**src/rtl/uart_tx_seq.sv**
```systemverilog
module uart_tx_seq #(
  parameter int DEPTH  = 16,
  parameter int DATA_W = 32,
  parameter int DIV_W  = 12,
  parameter int OVS    = 32,
  parameter int LEN_W  = 16,
  parameter int ADDR_W = 4
) (
  input  logic              clk,
  input  logic              rst_n,
  input  logic              wr_en,
  input  logic [ADDR_W-1:0] addr,
  input  logic [DATA_W-1:0] wdata,
  output logic [DATA_W-1:0] rdata,
  output logic              irq,
  output logic              txd
);
  localparam int CNT_W = $clog2(DEPTH + 1);
  localparam int PTR_W = $clog2(DEPTH);
  localparam int OVS_W = $clog2(OVS);

  localparam logic [ADDR_W-1:0] A_CMD = 0, A_CTRL = 1, A_LEN = 2, A_WM = 3,
    A_CLK = 4, A_STAT = 5, A_IRQ = 6, A_CLR = 7, A_IEN = 8, A_FIFO = 10, A_CFG = 11;
  localparam int B_DONE = 0, B_ILL = 2, B_ABORT = 5, B_WERR = 29, B_WM = 30;

  logic [DATA_W-1:0] mem [DEPTH];
  logic [PTR_W-1:0]  wp, rp;
  logic [CNT_W-1:0]  cnt, wm_r;
  logic [LEN_W-1:0]  len_r, remain;
  logic [DIV_W-1:0]  div_r, divcnt;
  logic              clk_en, stop2, active, busy;
  logic [3:0]        bitpos;
  logic [OVS_W-1:0]  ovs;
  logic [7:0]        shreg;
  logic [31:0]       irq_stat, irq_en, set_m, clr_m;

  wire wr_cmd    = wr_en && addr == A_CMD;
  wire start_op  = wdata[31:27] == 5'd1;
  wire start_ok  = wr_cmd && start_op && !active;
  wire illegal   = wr_cmd && (!start_op || active);
  wire abort_req = wr_en && addr == A_CTRL && wdata[1];
  wire push_req  = wr_en && addr == A_FIFO;
  wire full      = cnt == CNT_W'(DEPTH);
  wire push      = push_req && !full && !abort_req;
  wire werr      = push_req && full;

  wire [DIV_W-1:0] div_eff = (div_r == '0) ? DIV_W'(1) : div_r;
  wire tick     = clk_en && divcnt == div_eff - DIV_W'(1);
  wire load     = active && !busy && remain != '0 && cnt != '0 && !abort_req;
  wire [3:0] last_pos = stop2 ? 4'd10 : 4'd9;
  wire bit_end  = busy && tick && ovs == OVS_W'(OVS - 1);
  wire char_end = bit_end && bitpos == last_pos;
  wire fin      = char_end && remain == LEN_W'(1);

  assign txd = !busy ? 1'b1 : (bitpos == 4'd0) ? 1'b0 : (bitpos <= 4'd8) ? shreg[0] : 1'b1;
  assign irq = |(irq_stat & irq_en);

  always_comb begin
    set_m = '0;
    set_m[B_DONE]  = fin || (start_ok && len_r == '0);
    set_m[B_ILL]   = illegal;
    set_m[B_ABORT] = abort_req;
    set_m[B_WERR]  = werr;
    set_m[B_WM]    = active && cnt <= wm_r;
    clr_m = (wr_en && addr == A_CLR) ? wdata : '0;
  end

  always_comb begin
    case (addr)
      A_LEN:   rdata = DATA_W'(len_r);
      A_WM:    rdata = DATA_W'(wm_r);
      A_CLK:   rdata = DATA_W'({div_r, 3'b000, clk_en});
      A_STAT:  rdata = DATA_W'(active);
      A_IRQ:   rdata = irq_stat;
      A_IEN:   rdata = irq_en;
      A_FIFO:  rdata = DATA_W'(cnt);
      A_CFG:   rdata = DATA_W'(stop2);
      default: rdata = '0;
    endcase
  end

  always_ff @(posedge clk or negedge rst_n) begin
    if (!rst_n) begin
      len_r <= '0; wm_r <= CNT_W'(2); div_r <= DIV_W'(1); clk_en <= 1'b0;
      stop2 <= 1'b0; irq_en <= '0; irq_stat <= '0;
    end else begin
      if (wr_en && addr == A_LEN) len_r <= wdata[LEN_W-1:0];
      if (wr_en && addr == A_WM)  wm_r <= wdata[CNT_W-1:0];
      if (wr_en && addr == A_CLK) begin
        clk_en <= wdata[0];
        div_r  <= wdata[4 +: DIV_W];
      end
      if (wr_en && addr == A_CFG) stop2 <= wdata[0];
      if (wr_en && addr == A_IEN) irq_en <= wdata;
      irq_stat <= (irq_stat & ~clr_m) | set_m;
    end
  end

  always_ff @(posedge clk) if (push) mem[wp] <= wdata;

  always_ff @(posedge clk or negedge rst_n) begin
    if (!rst_n) begin
      wp <= '0; rp <= '0; cnt <= '0;
    end else if (abort_req) begin
      wp <= '0; rp <= '0; cnt <= '0;
    end else begin
      if (push) wp <= (wp == PTR_W'(DEPTH - 1)) ? '0 : wp + PTR_W'(1);
      if (load) rp <= (rp == PTR_W'(DEPTH - 1)) ? '0 : rp + PTR_W'(1);
      cnt <= cnt + CNT_W'(push) - CNT_W'(load);
    end
  end

  always_ff @(posedge clk or negedge rst_n) begin
    if (!rst_n) begin
      active <= 1'b0; remain <= '0;
    end else if (abort_req) begin
      active <= 1'b0; remain <= '0;
    end else if (start_ok) begin
      active <= len_r != '0; remain <= len_r;
    end else if (char_end) begin
      remain <= remain - LEN_W'(1);
      if (fin) active <= 1'b0;
    end
  end

  always_ff @(posedge clk or negedge rst_n) begin
    if (!rst_n) divcnt <= '0;
    else if (!clk_en || load || tick) divcnt <= '0;
    else divcnt <= divcnt + DIV_W'(1);
  end

  always_ff @(posedge clk or negedge rst_n) begin
    if (!rst_n) begin
      busy <= 1'b0; bitpos <= '0; ovs <= '0; shreg <= '0;
    end else if (abort_req) begin
      busy <= 1'b0; bitpos <= '0; ovs <= '0;
    end else if (load) begin
      busy <= 1'b1; bitpos <= '0; ovs <= '0; shreg <= mem[rp][7:0];
    end else if (busy && tick) begin
      ovs <= (ovs == OVS_W'(OVS - 1)) ? '0 : ovs + OVS_W'(1);
      if (bit_end) begin
        bitpos <= bitpos + 4'd1;
        if (bitpos >= 4'd1 && bitpos <= 4'd8) shreg <= {1'b0, shreg[7:1]};
        if (char_end) busy <= 1'b0;
      end
    end
  end
endmodule

```
**config.mk**
```make
export PLATFORM = sky130hd
export DESIGN_NAME = uart_tx_seq
export DESIGN_NICKNAME = d
export VERILOG_FILES = /design/src/rtl/uart_tx_seq.sv
export SDC_FILE = /design/constraint.sdc
export NUM_CORES = 1
export LEC_CHECK = 0
export ABC_AREA = 0
export ABC_CLOCK_PERIOD_IN_PS = 10550
export BUFFER_PORTS_ARGS = -buffer_cell sky130_fd_sc_hd__buf_4
export CORE_MARGIN = 10
export CORE_UTILIZATION = 57
export DETAILED_ROUTE_END_ITERATION = 8
export PLACE_DENSITY = 0.85
export SLEW_MARGIN = 0
export SYNTH_ARGS = -nofsm -noshare
export SYNTH_HDL_FRONTEND = slang
export SYNTH_SLANG_ARGS = --single-unit
```
**constraint.sdc**
```tcl
create_clock -name clk -period 10.55 [get_ports clk]
set_input_delay 0.5275 -clock clk [delete_from_list [all_inputs] [get_ports clk]]
set_output_delay 0.5275 -clock clk [all_outputs]
set_load 0.03 [all_outputs]
```
==> run_summary.xml, run 1 <==
<?xml version="1.0" encoding="UTF-8"?>
<metrics>
  <group name="cells_and_area">
    <metric name="register_area" unit="µm²">7830</metric>
    <metric name="drive_gt1_share" unit="%">24.0</metric>
    <metric name="n_antenna_cell" unit="">0</metric>
    <metric name="layout_commonest_cell" unit="">dfrtp_1</metric>
    <metric name="multi_input_comb_area" unit="µm²">5080</metric>
    <metric name="layout.cell_area.non_filler" unit="µm²">14900</metric>
    <metric name="final_cell_utilization_of_the_core" unit="%">65.7</metric>
    <metric name="fill_cells" unit="">1560</metric>
    <metric name="syn2layout_area_growth" unit="%">13.2</metric>
    <metric name="layout.cells.most_common_list" unit="">dfrtp_1 (156), edfxtp_1 (128), buf_4 (82), mux2_2 (67), nand2_1 (61)</metric>
    <metric name="final_nets" unit="">1113</metric>
  </group>
  <group name="sta">
    <metric name="slew_headroom" unit="%">15.2</metric>
    <metric name="report.final.setup_viol" unit="">0</metric>
    <metric name="fin_worst_hold_slack" unit="ps">-3.18</metric>
    <metric name="worst_slew_pin_slew" unit="ps">1260</metric>
    <metric name="grt_setup_unrepaired" unit="">false</metric>
    <metric name="final_min_period_over_clock_period" unit="%">47.1</metric>
    <metric name="setup-tns-final" unit="ps">0</metric>
    <metric name="period_needed" unit="ps">4970</metric>
    <metric name="fmax" unit="MHz">201</metric>
    <metric name="worst_slack" unit="ps">5580</metric>
    <metric name="final-hold-violation-count" unit="">2</metric>
    <metric name="final_max_slew_viol_count" unit="">0</metric>
    <metric name="skew" unit="ps">21.2</metric>
  </group>
  <group name="global_route">
    <metric name="antenna_violations_before_repair" unit="">1</metric>
    <metric name="grt_first_pass_wirelength" unit="µm">49700</metric>
    <metric name="grt_busiest_layer" unit="">met2</metric>
    <metric name="grtUsageMet3" unit="%">3.26</metric>
    <metric name="grt_start_max_net_pins" unit="">84</metric>
    <metric name="globalRouteMet2Util" unit="%">35.9</metric>
    <metric name="gr-usage-met1" unit="%">28.9</metric>
    <metric name="grt_overflow_total" unit="">0</metric>
    <metric name="first_global_vias" unit="">8774</metric>
    <metric name="grtUsageTotal" unit="%">21.5</metric>
  </group>
  <group name="worst_setup_path">
    <metric name="critical_path.max_fanout" unit="">17</metric>
    <metric name="delay_of_the_slowest_cell_on_the_worst_path" unit="ps">560</metric>
    <metric name="worst_path_max_delay_cell" unit="">or4_1</metric>
    <metric name="worst-path-buf-inv" unit="">2</metric>
    <metric name="timing.critical_path.mode_cell" unit="">or3_1</metric>
    <metric name="regToRegEndpoint" unit="">cnt[4]</metric>
    <metric name="worst_r2r_path_depth" unit="">15</metric>
    <metric name="reg2reg_slack" unit="ps">5580</metric>
    <metric name="crit_family" unit="">simple AND/OR/NAND/NOR gates</metric>
    <metric name="path_depth" unit="">15</metric>
    <metric name="crit_required" unit="ps">11010</metric>
    <metric name="timing.rr.start" unit="">remain[6]</metric>
    <metric name="crit_type" unit="">register to register</metric>
    <metric name="worst_setup_path_start_kind" unit="">register</metric>
    <metric name="cell_chain_critical_path" unit="">or4_1 -&gt; or3_1 -&gt; or3_1 -&gt; or4_4 -&gt; o2111ai_4 -&gt; or2b_1 -&gt; inv_1 -&gt; ha_1 -&gt; inv_1 -&gt; ha_1 -&gt; fa_1 -&gt; a21oi_1 -&gt; nor2_1 -&gt; or3_1 -&gt; a21oi_1</metric>
    <metric name="arrival" unit="ps">5430</metric>
    <metric name="crit_path_end_kind" unit="">register</metric>
  </group>
  <group name="pwr">
    <metric name="power_switching" unit="W">0.000943</metric>
    <metric name="leakagePower" unit="nW">5.93</metric>
    <metric name="vdd_drop_max" unit="mV">0.157</metric>
    <metric name="sequentialPowerShare" unit="%">46.0</metric>
    <metric name="overall_power_consumption" unit="W">0.00317</metric>
    <metric name="switching_share" unit="%">29.8</metric>
    <metric name="power_per_cell_area" unit="nW/µm²">212</metric>
    <metric name="power_report.internal_total" unit="W">0.00222</metric>
    <metric name="clkPwrFrac" unit="%">31.6</metric>
    <metric name="power.combinational.fraction" unit="%">22.5</metric>
  </group>
  <group name="synthesis">
    <metric name="synth_fp_nets" unit="">1045</metric>
    <metric name="synth_top_area_cell" unit="">dfrtp_1</metric>
    <metric name="synth.ff_latch_count" unit="">287</metric>
    <metric name="number_of_instances_in_the_synthesized_netlist" unit="">980</metric>
    <metric name="synth-seq-area-share" unit="%">59.3</metric>
    <metric name="post_synth_num_cell_types" unit="">64</metric>
    <metric name="synthDominantCellAreaShare" unit="%">29.8</metric>
    <metric name="synth-edff-count" unit="">128</metric>
    <metric name="synth-async-reset-ratio" unit="%">55.4</metric>
    <metric name="synth.cell_area" unit="µm²">13200</metric>
    <metric name="synth_top_cells_by_area" unit="">dfrtp_1 (30%), edfxtp_1 (29%), mux4_2 (6.8%), mux2_2 (5.7%), ha_1 (2.4%)</metric>
    <metric name="synth_flop_cell" unit="">dfrtp_1</metric>
    <metric name="synth_area_per_cell" unit="µm²">13.5</metric>
    <metric name="yosysWarnings" unit="">0</metric>
  </group>
  <group name="run_status">
    <metric name="failed_checks" unit="">hold timing</metric>
    <metric name="outcome" unit="">complete, but fails checks</metric>
  </group>
  <group name="clocking">
    <metric name="cts-htree-levels" unit="">1</metric>
    <metric name="cts_setup_buffers" unit="">0</metric>
    <metric name="cts_hold_buffers" unit="">0</metric>
    <metric name="cts_buffers" unit="">30</metric>
    <metric name="cts_resized" unit="">0</metric>
    <metric name="clockRootBuffer" unit="">clkbuf_16</metric>
    <metric name="tritoncts" unit="">built</metric>
    <metric name="cts_buffer_depth" unit="">3</metric>
    <metric name="cts.sinks" unit="">287</metric>
    <metric name="clock_latency_on_the_worst_skew_pair" unit="ps">550</metric>
    <metric name="path_clk_slew" unit="ps">60</metric>
  </group>
  <group name="route">
    <metric name="drt_first_iter_violations" unit="">982</metric>
    <metric name="wirelength" unit="µm">31900</metric>
    <metric name="viasPerCell" unit="">6.45</metric>
    <metric name="wire_per_inst" unit="µm">23.5</metric>
    <metric name="total_number_of_vias" unit="">8751</metric>
    <metric name="detailedRoute.firstPassIterationCount" unit="">6</metric>
    <metric name="drc" unit="">0</metric>
    <metric name="detail-route-antenna-nets" unit="">0</metric>
  </group>
  <group name="die">
    <metric name="fp.dieArea" unit="µm²">29600</metric>
    <metric name="num_rows" unit="">55</metric>
    <metric name="fp.dieH" unit="µm">172</metric>
    <metric name="initial_core_util" unit="%">58.1</metric>
    <metric name="ports_placed_on_the_boundary" unit="">73</metric>
    <metric name="dieWidth" unit="µm">172</metric>
    <metric name="core_area" unit="µm²">22700</metric>
  </group>
  <group name="placed_design">
    <metric name="place_ws" unit="ps">5670</metric>
    <metric name="placed_area" unit="µm²">14000</metric>
    <metric name="finalWeightedCongestion" unit="">0.906</metric>
    <metric name="io_buffer_count" unit="">72</metric>
    <metric name="place.detailed.hpwl" unit="µm">20800</metric>
  </group>
  <group name="min_path">
    <metric name="holdCritPathClass" unit="">input pin to async pin</metric>
  </group>
  <group name="run">
    <metric name="drv.max_cap_violation_count" unit="">0</metric>
  </group>
</metrics>
area by class of cell:
cell class,count,area share (%)
Inverter,25,0.629
Multi-Input combinational cell,621,34.1
Clock buffer,41,5.58
Tap cell,285,2.39
Timing Repair Buffer,83,4.20
Sequential cell,287,52.4
Clock inverter,15,0.713
power by group through the flow:
stage | clock (W) | sequential [W] | combinational (W)
2_1_floorplan | 0 | 0.00140 | 0.000548
3_3_place_gp | 0 | 0.00146 | 0.000682
3_5_place_dp | 0 | 0.00147 | 0.000709
4_1_cts | 0.00101 | 0.00145 | 0.000719
5_1_grt | 0.00106 | 0.00147 | 0.000778
6_report | 0.00100 | 0.00146 | 0.000712
cells in the mapped netlist (6+ instances only):
cell type	n
o21ai_0	24
mux4_2	40
a21oi_1	40
a22o_1	20
nand4_1	8
or3_1	9
or4_1	7
xnor2_1	17
buf_1	7
clkbuf_1	34
mux2i_1	12
xor2_1	27
nand2_1	61
edfxtp_1	128
inv_1	24
nor2b_1	6
nor4_1	9
and3_1	9
nand3_1	23
nor2_1	54
a22oi_1	39
mux2_2	67
nor3_1	16
nand2b_1	11
nor2_2	10
dfrtp_1	157
a21boi_0	27
ha_1	25
metal layers:
layer  share of wire, %  vias up
li1                   -     3854
met4                2.1        0
met2                 51      401
met5                  0        -
met1                 40     4432
met3                7.6       64
how the worst max path moves through the flow:
stage               from      to  slack, ps
6_report       remain[6]  cnt[4]       5580
4_1_cts        remain[7]  cnt[4]       5640
5_1_grt        remain[7]  cnt[4]       5420
3_3_place_gp   remain[7]  cnt[4]       5810
2_1_floorplan  remain[7]  cnt[4]       6280
3_5_place_dp   remain[7]  cnt[4]       5670
sequential cells by signal (all words and copies together) (netlist names), 5 cells and up:
signal	count
len_r	16
ovs	5
divcnt	12
irq_en	32
div_r	12
remain	16
mem	128
cnt	5
irq_stat	32
wm_r	5
shreg	8
stage by stage:
stage          std cells  hold slack [ps]
2_1_floorplan        980              232
5_1_grt             1357             61.4
3_3_place_gp        1301              486
3_5_place_dp        1301              498
6_report            1357            -3.18
4_1_cts             1357             25.6
kinds of logic (layout without fill, tap and decap cells):
family	after synthesis	after routing	synth area share, %
DFF	287	287	59.3
adders and majority gates	26	26	2.52
AOI/OAI and AO/OA	184	184	9.82
muxes	119	119	13.5
and+or+nand+nor	248	248	9.74
buffers and inverters	72	164	2.19
xor gates and xnor gates	44	44	2.92
(Power assumes the default switching activity.)
==> inputs of run 2 (changes only) <==
--- a/config.mk
+++ b/config.mk
@@ -6,7 +6,7 @@
 export NUM_CORES = 1
 export LEC_CHECK = 0
 export ABC_AREA = 0
-export ABC_CLOCK_PERIOD_IN_PS = 10550
+export ABC_CLOCK_PERIOD_IN_PS = 4600
 export BUFFER_PORTS_ARGS = -buffer_cell sky130_fd_sc_hd__buf_4
 export CORE_MARGIN = 10
 export CORE_UTILIZATION = 57
==> constraint.sdc (replaced) <==
create_clock -name clk -period 4.6 [get_ports clk]
set_input_delay 0.23 -clock clk [delete_from_list [all_inputs] [get_ports clk]]
set_output_delay 0.23 -clock clk [all_outputs]
set_load 0.03 [all_outputs]
==> run 2 against run 1 <==
Compared with the run above: the flow now finishes without violations; core utilization increased by 1.6 points; flip-flop and latch count unchanged; fmax increased by 12%; power increased by 140%; routed wire length increased by 3.8%; via count increased by 3.2%; worst setup slack got worse by 5400 ps; first-iteration DRC count increased by 12%; worst hold slack improved by 50 ps; combinational power increased by 120%; clock power increased by 150%; largest cell class unchanged; largest power group unchanged; highest routed layer unchanged.
==> run_summary.xml, run 2 (synthesis gave the netlist of run 1 again) <==
<?xml version="1.0" encoding="UTF-8"?>
<metrics>
  <group name="run_status">
    <metric name="outcome" unit="">complete, no violations</metric>
  </group>
  <group name="pwr">
    <metric name="power_switching" unit="W">0.00220</metric>
    <metric name="clkPwrFrac" unit="%">33.0</metric>
    <metric name="power_per_cell_area" unit="nW/µm²">489</metric>
    <metric name="power_report.internal_total" unit="W">0.00528</metric>
    <metric name="switching_share" unit="%">29.4</metric>
    <metric name="leakagePower" unit="nW">6.09</metric>
    <metric name="sequentialPowerShare" unit="%">46.0</metric>
    <metric name="vdd_drop_max" unit="mV">0.357</metric>
    <metric name="power.combinational.fraction" unit="%">21.0</metric>
  </group>
  <group name="clocking">
    <metric name="path_clk_slew" unit="ps">60</metric>
    <metric name="cts_buffer_depth" unit="">3</metric>
    <metric name="cts-htree-levels" unit="">1</metric>
    <metric name="clock_latency_on_the_worst_skew_pair" unit="ps">560</metric>
    <metric name="cts.sinks" unit="">287</metric>
    <metric name="cts_buffers" unit="">29</metric>
    <metric name="cts_setup_buffers" unit="">0</metric>
    <metric name="clockRootBuffer" unit="">clkbuf_16</metric>
    <metric name="tritoncts" unit="">built</metric>
  </group>
  <group name="cells_and_area">
    <metric name="drive_gt1_share" unit="%">23.8</metric>
    <metric name="largest_register" unit="">mem</metric>
    <metric name="largest_register_ff_count" unit="">128</metric>
    <metric name="syn2layout_area_growth" unit="%">15.9</metric>
    <metric name="layout_commonest_cell" unit="">dfrtp_1</metric>
    <metric name="fill_cells" unit="">1456</metric>
    <metric name="largest_registers" unit="">mem x128, irq_en x32, irq_stat x32</metric>
    <metric name="final_cell_utilization_of_the_core" unit="%">67.3</metric>
    <metric name="n_antenna_cell" unit="">0</metric>
    <metric name="layout.cells.most_common_list" unit="">dfrtp_1 (156), edfxtp_1 (128), buf_4 (88), mux2_2 (67), nand2_1 (61)</metric>
    <metric name="final_nets" unit="">1143</metric>
  </group>
  <group name="sta">
    <metric name="report.final.setup_viol" unit="">0</metric>
    <metric name="final_min_period_over_clock_period" unit="%">96.2</metric>
    <metric name="fin_worst_hold_slack" unit="ps">47.2</metric>
    <metric name="slew_headroom" unit="%">25.7</metric>
    <metric name="period_needed" unit="ps">4430</metric>
    <metric name="skew" unit="ps">25.6</metric>
    <metric name="fmax" unit="MHz">226</metric>
    <metric name="final-hold-violation-count" unit="">0</metric>
    <metric name="final_max_slew_viol_count" unit="">0</metric>
    <metric name="worst_slew_pin_slew" unit="ps">1100</metric>
  </group>
  <group name="route">
    <metric name="drt_first_iter_violations" unit="">1103</metric>
    <metric name="metal3_wl" unit="µm">2570</metric>
    <metric name="top_signal_layer_used" unit="">met4</metric>
    <metric name="wl_met2" unit="µm">16600</metric>
    <metric name="wire_per_inst" unit="µm">23.9</metric>
    <metric name="routedLengthMet1" unit="µm">12900</metric>
    <metric name="detailedRoute.firstPassIterationCount" unit="">5</metric>
    <metric name="viasPerCell" unit="">6.52</metric>
    <metric name="drc" unit="">0</metric>
    <metric name="detail-route-antenna-nets" unit="">0</metric>
    <metric name="wirelength" unit="µm">33100</metric>
    <metric name="total_number_of_vias" unit="">9034</metric>
  </group>
  <group name="worst_setup_path">
    <metric name="cell_chain_critical_path" unit="">or4_4 -&gt; or3_1 -&gt; or3_1 -&gt; or4_4 -&gt; o2111ai_4 -&gt; or2b_1 -&gt; inv_1 -&gt; ha_1 -&gt; inv_1 -&gt; ha_1 -&gt; fa_1 -&gt; a21oi_1 -&gt; nor2_1 -&gt; or3_1 -&gt; a21oi_1</metric>
    <metric name="crit_family" unit="">simple AND/OR/NAND/NOR gates</metric>
    <metric name="crit_required" unit="ps">5080</metric>
    <metric name="worst_path_max_delay_cell" unit="">or4_4</metric>
    <metric name="timing.critical_path.mode_cell" unit="">or3_1</metric>
    <metric name="crit_type" unit="">register to register</metric>
    <metric name="crit_path_end_kind" unit="">register</metric>
    <metric name="delay_of_the_slowest_cell_on_the_worst_path" unit="ps">600</metric>
    <metric name="arrival" unit="ps">4910</metric>
    <metric name="worst_setup_path_start_kind" unit="">register</metric>
    <metric name="worst-path-buf-inv" unit="">2</metric>
    <metric name="critical_path.max_fanout" unit="">3</metric>
  </group>
  <group name="global_route">
    <metric name="grt_first_pass_wirelength" unit="µm">52100</metric>
    <metric name="first_global_vias" unit="">9171</metric>
    <metric name="antenna_violations_before_repair" unit="">0</metric>
    <metric name="grt_overflow_total" unit="">0</metric>
    <metric name="grtUsageTotal" unit="%">22.6</metric>
    <metric name="grt_start_max_net_pins" unit="">116</metric>
  </group>
  <group name="placed_design">
    <metric name="place.detailed.hpwl" unit="µm">20900</metric>
    <metric name="finalWeightedCongestion" unit="">0.924</metric>
    <metric name="io_buffer_count" unit="">72</metric>
  </group>
  <group name="die">
    <metric name="initial_core_util" unit="%">58.1</metric>
    <metric name="dieWidth" unit="µm">172</metric>
    <metric name="ports_placed_on_the_boundary" unit="">73</metric>
    <metric name="core_area" unit="µm²">22700</metric>
    <metric name="fp.dieArea" unit="µm²">29600</metric>
    <metric name="num_rows" unit="">55</metric>
    <metric name="fp.dieH" unit="µm">172</metric>
  </group>
  <group name="run">
    <metric name="drv.max_cap_violation_count" unit="">0</metric>
  </group>
  <group name="min_path">
    <metric name="holdCritPathClass" unit="">input pin to register</metric>
  </group>
</metrics>
-- run 2: changes by cell type in the layout (fill, tap and decap cells not counted) --
cell	before	now
buf_4	82	88
clkinvlp_4	2	0
bufinv_16	1	5
dlygate4sd3_1	0	25
clkbuf_16	31	29
inv_6	1	2
or4_4	1	2
clkinv_2	9	4
clkinv_4	0	2
or4_1	7	6
-- run 2: per-layer routing --
layer  up-vias  GRT usage (%)
met3        94           4.06
li1       3917              -
met4         0           7.87
met2       467           37.0
met5         -              0
met1      4556           29.9
-- run 2: worst reg2reg max path, cell delays in order (launching register included) --
cell and delay [ps]:
dfrtp_1 450, or4_4 600, or3_1 380, or3_1 390, or4_4 530, o2111ai_4 200, or2b_1 160, inv_1 70
ha_1 280, inv_1 40, ha_1 200, fa_1 400, a21oi_1 140, nor2_1 60, or3_1 330, a21oi_1 140
-- run 2: power groups by stage --
| stage | logic, W | clock network [W] | registers (W) |
|---|---|---|---|
| 6_report | 0.00157 | 0.00247 | 0.00344 |
| 5_1_grt | 0.00171 | 0.00259 | 0.00349 |
| 3_5_place_dp | 0.00153 | 0 | 0.00346 |
| 2_1_floorplan | 0.00126 | 0 | 0.00320 |
| 3_3_place_gp | 0.00146 | 0 | 0.00345 |
| 4_1_cts | 0.00157 | 0.00248 | 0.00342 |
-- run 2: final timing paths --
check,cells after the start,slack (ps),end,start
min in group asynchronous,2,410,irq_stat[25],rst_n
min,3,50,irq_stat[29],wr_en
max in group asynchronous,3,2980,divcnt[9],rst_n
min reg2reg,2,520,irq_stat[29],irq_stat[29]
max reg2reg,15,170,cnt[4],remain[7]
max,15,170,cnt[4],remain[7]
-- run 2: final cells by class --
cell class	instances	area, µm²	area share [%]
Tap cell	285	357	2.33
Clock buffer	39	783	5.13
Clock inverter	15	213	1.39
Sequential cell	287	7830	51.2
Timing Repair Buffer	114	922	6.03
Multi-Input combinational cell	621	5090	33.3
Inverter	25	93.8	0.614
-- run 2: through the flow --
stage	instances	power (W)	TNS, ps	setup WS (ps)	cell area (µm²)
after floorplan	980	0.00446	0	330	13200
after global placement	1307	0.00491	0	422	14000
after detailed placement	1307	0.00499	0	327	14000
after CTS	1386	0.00746	0	249	15300
after global routing	1386	0.00778	-9.53	-9.53	15300
final	1386	0.00748	0	175	15300
-- run 2: repair_timing --
item	in CTS	in global routing
setup endpoints to repair	0	1
hold buffers	25	0
hold endpoints to repair	176	0
resized for setup	0	1
==> inputs of run 3 (changes only) <==
--- a/config.mk
+++ b/config.mk
@@ -10,6 +10,7 @@
 export BUFFER_PORTS_ARGS = -buffer_cell sky130_fd_sc_hd__buf_4
 export CORE_MARGIN = 10
 export CORE_UTILIZATION = 57
+export CTS_BUF_LIST = sky130_fd_sc_hd__clkbuf_16
 export DETAILED_ROUTE_END_ITERATION = 8
 export PLACE_DENSITY = 0.85
 export SLEW_MARGIN = 0
==> constraint.sdc (replaced) <==
create_clock -name clk -period 4.6 [get_ports clk]
set_input_delay 0.23 -clock clk [delete_from_list [all_inputs] [get_ports clk]]
set_output_delay 0.23 -clock clk [all_outputs]
set_load 0.005 [all_outputs]
==> run 3 against run 2 <==
Compared with the run above: combinational power down 3%; worst hold slack better by 5.0 ps; final area down 0.13%; critical path type unchanged; global-route usage about the same; highest routed layer unchanged; worst setup slack about the same; flip-flop and latch count unchanged; largest power group unchanged; power down 1.3%.
==> run_summary.xml, run 3 (synthesis gave the netlist of run 1 again) <==
<?xml version="1.0" encoding="UTF-8"?>
<metrics>
  <group name="global_route">
    <metric name="grtUsageTotal" unit="%">22.6</metric>
    <metric name="grt_start_max_net_pins" unit="">116</metric>
    <metric name="antenna_violations_before_repair" unit="">0</metric>
    <metric name="first_global_vias" unit="">9164</metric>
    <metric name="grt_first_pass_wirelength" unit="µm">52000</metric>
    <metric name="grt_overflow_total" unit="">0</metric>
  </group>
  <group name="clocking">
    <metric name="cts_setup_buffers" unit="">0</metric>
    <metric name="clockRootBuffer" unit="">clkbuf_16</metric>
    <metric name="tritoncts" unit="">built</metric>
    <metric name="cts_buffer_depth" unit="">3</metric>
    <metric name="cts-htree-levels" unit="">1</metric>
    <metric name="path_clk_slew" unit="ps">70</metric>
    <metric name="clock_latency_on_the_worst_skew_pair" unit="ps">560</metric>
    <metric name="cts.sinks" unit="">287</metric>
    <metric name="cts_buffers" unit="">29</metric>
  </group>
  <group name="sta">
    <metric name="fin_worst_hold_slack" unit="ps">52.2</metric>
    <metric name="setup-tns-final" unit="ps">0</metric>
    <metric name="final_max_slew_viol_count" unit="">0</metric>
    <metric name="final_min_period_over_clock_period" unit="%">96.2</metric>
    <metric name="slew_headroom" unit="%">24.5</metric>
    <metric name="report.final.setup_viol" unit="">0</metric>
    <metric name="period_needed" unit="ps">4420</metric>
    <metric name="fmax" unit="MHz">226</metric>
    <metric name="worst_slew_pin_slew" unit="ps">1120</metric>
    <metric name="final-hold-violation-count" unit="">0</metric>
    <metric name="skew" unit="ps">25.3</metric>
  </group>
  <group name="worst_setup_path">
    <metric name="path_depth" unit="">15</metric>
    <metric name="timing.critical_path.mode_cell" unit="">or3_1</metric>
    <metric name="worst-path-buf-inv" unit="">2</metric>
    <metric name="crit_required" unit="ps">5080</metric>
    <metric name="crit_path_end_kind" unit="">register</metric>
    <metric name="cell_chain_critical_path" unit="">or4_4 -&gt; or3_1 -&gt; or3_1 -&gt; or4_4 -&gt; o2111ai_4 -&gt; or2b_1 -&gt; inv_1 -&gt; ha_1 -&gt; inv_1 -&gt; ha_1 -&gt; fa_1 -&gt; a21oi_1 -&gt; nor2_1 -&gt; or3_1 -&gt; a21oi_1</metric>
    <metric name="regToRegEndpoint" unit="">cnt[4]</metric>
    <metric name="worst_setup_path_start_kind" unit="">register</metric>
    <metric name="critPathCapture" unit="">cnt[4]</metric>
    <metric name="worst_r2r_path_depth" unit="">15</metric>
    <metric name="arrival" unit="ps">4910</metric>
    <metric name="reg2reg_slack" unit="ps">180</metric>
    <metric name="crit_family" unit="">simple AND/OR/NAND/NOR gates</metric>
    <metric name="crit_type" unit="">register to register</metric>
    <metric name="critical_path.max_fanout" unit="">3</metric>
    <metric name="delay_of_the_slowest_cell_on_the_worst_path" unit="ps">600</metric>
    <metric name="cp-startpoint" unit="">remain[7]</metric>
    <metric name="timing.rr.start" unit="">remain[7]</metric>
    <metric name="worst_path_max_delay_cell" unit="">or4_4</metric>
  </group>
  <group name="route">
    <metric name="total_number_of_vias" unit="">9050</metric>
    <metric name="drc" unit="">0</metric>
    <metric name="drt_first_iter_violations" unit="">1025</metric>
    <metric name="viasPerCell" unit="">6.53</metric>
    <metric name="detail-route-antenna-nets" unit="">0</metric>
    <metric name="detailedRoute.firstPassIterationCount" unit="">8</metric>
    <metric name="wire_per_inst" unit="µm">23.9</metric>
    <metric name="wirelength" unit="µm">33200</metric>
  </group>
  <group name="die">
    <metric name="dieWidth" unit="µm">172</metric>
    <metric name="num_rows" unit="">55</metric>
    <metric name="ports_placed_on_the_boundary" unit="">73</metric>
    <metric name="fp.dieH" unit="µm">172</metric>
    <metric name="fp.dieArea" unit="µm²">29600</metric>
    <metric name="core_area" unit="µm²">22700</metric>
    <metric name="initial_core_util" unit="%">58.1</metric>
  </group>
  <group name="cells_and_area">
    <metric name="drive_gt1_share" unit="%">23.6</metric>
    <metric name="layout_commonest_cell" unit="">dfrtp_1</metric>
    <metric name="syn2layout_area_growth" unit="%">15.7</metric>
    <metric name="multi_input_comb_area" unit="µm²">5090</metric>
    <metric name="final_nets" unit="">1143</metric>
    <metric name="largest_registers" unit="">mem x128, irq_en x32, irq_stat x32</metric>
    <metric name="largest_register_ff_count" unit="">128</metric>
    <metric name="fill_cells" unit="">1456</metric>
    <metric name="register_area" unit="µm²">7830</metric>
    <metric name="n_antenna_cell" unit="">0</metric>
    <metric name="largest_register" unit="">mem</metric>
    <metric name="layout.cells.most_common_list" unit="">dfrtp_1 (156), edfxtp_1 (128), buf_4 (88), mux2_2 (67), nand2_1 (61)</metric>
  </group>
  <group name="placed_design">
    <metric name="finalWeightedCongestion" unit="">0.924</metric>
    <metric name="place.detailed.hpwl" unit="µm">20900</metric>
    <metric name="io_buffer_count" unit="">72</metric>
  </group>
  <group name="min_path">
    <metric name="holdCritPathClass" unit="">input pin to register</metric>
    <metric name="holdCritStartpoint" unit="">wr_en</metric>
  </group>
  <group name="run_status">
    <metric name="outcome" unit="">complete, no violations</metric>
  </group>
  <group name="pwr">
    <metric name="power_per_cell_area" unit="nW/µm²">484</metric>
    <metric name="vdd_drop_max" unit="mV">0.358</metric>
    <metric name="leakagePower" unit="nW">6.11</metric>
  </group>
  <group name="run">
    <metric name="drv.max_cap_violation_count" unit="">0</metric>
  </group>
</metrics>
[run 3: changes by cell type in the layout (fill, tap and decap cells not counted)]
cell,previous run,this run
clkbuf_8,2,0
inv_1,24,32
clkinv_1,2,4
clkbuf_1,8,0
[run 3: what timing repair did]
item,CTS,global route
hold buffers,25,0
resized for setup,0,1
endpoints found under the setup margin,0,1
hold endpoints to repair,176,0
[run 3: power by group]
| part | leakage (nW) | total (W) | internal, W | switching [W] |
|---|---|---|---|---|
| clock | 0.510 | 0.00241 | 0.00143 | 0.000987 |
| sequential | 3.18 | 0.00344 | 0.00297 | 0.000471 |
| combinational | 2.42 | 0.00153 | 0.000828 | 0.000700 |
| total | 6.11 | 0.00738 | 0.00522 | 0.00216 |
[run 3: metal layers]
layer	share of wire, %	global-route usage [%]
met1	39	29.9
met2	50	37.0
met3	8.0	4.01
met4	3.3	7.87
met5	0	0
[run 3: tightest hold or removal path, stage by stage]
cell	delay [ps]
buf_4	170
nand4_1	100
nand2_1	60
[run 3: how the worst min path moves through the flow]
stage          cells past startpoint           end
3_5_place_dp                       2  irq_stat[19]
2_1_floorplan                      0        active
3_3_place_gp                       2  irq_stat[19]
6_report                           3  irq_stat[29]
4_1_cts                            3  irq_stat[29]
5_1_grt                            1     mem[8][7]
[run 3: final cells by class]
class,count,share of cell area [%]
Timing Repair Buffer,114,6.04
Sequential cell,287,51.3
Tap cell,285,2.34
Clock inverter,25,1.64
Multi-Input combinational cell,621,33.3
Inverter,25,0.615
Clock buffer,29,4.76
[run 3: per-stage QoR]
stage | setup WS (ps) | instances | power (W) | utilization (%) | area (µm²)
after global routing | -9.53 | 1386 | 0.00768 | 67.2 | 15300
after detailed placement | 327 | 1307 | 0.00495 | 61.8 | 14000
after CTS | 249 | 1386 | 0.00736 | 67.2 | 15300
after floorplan | 330 | 980 | 0.00441 | - | 13200
final | 175 | 1386 | 0.00738 | 67.2 | 15300
after global placement | 422 | 1307 | 0.00486 | 61.8 | 14000
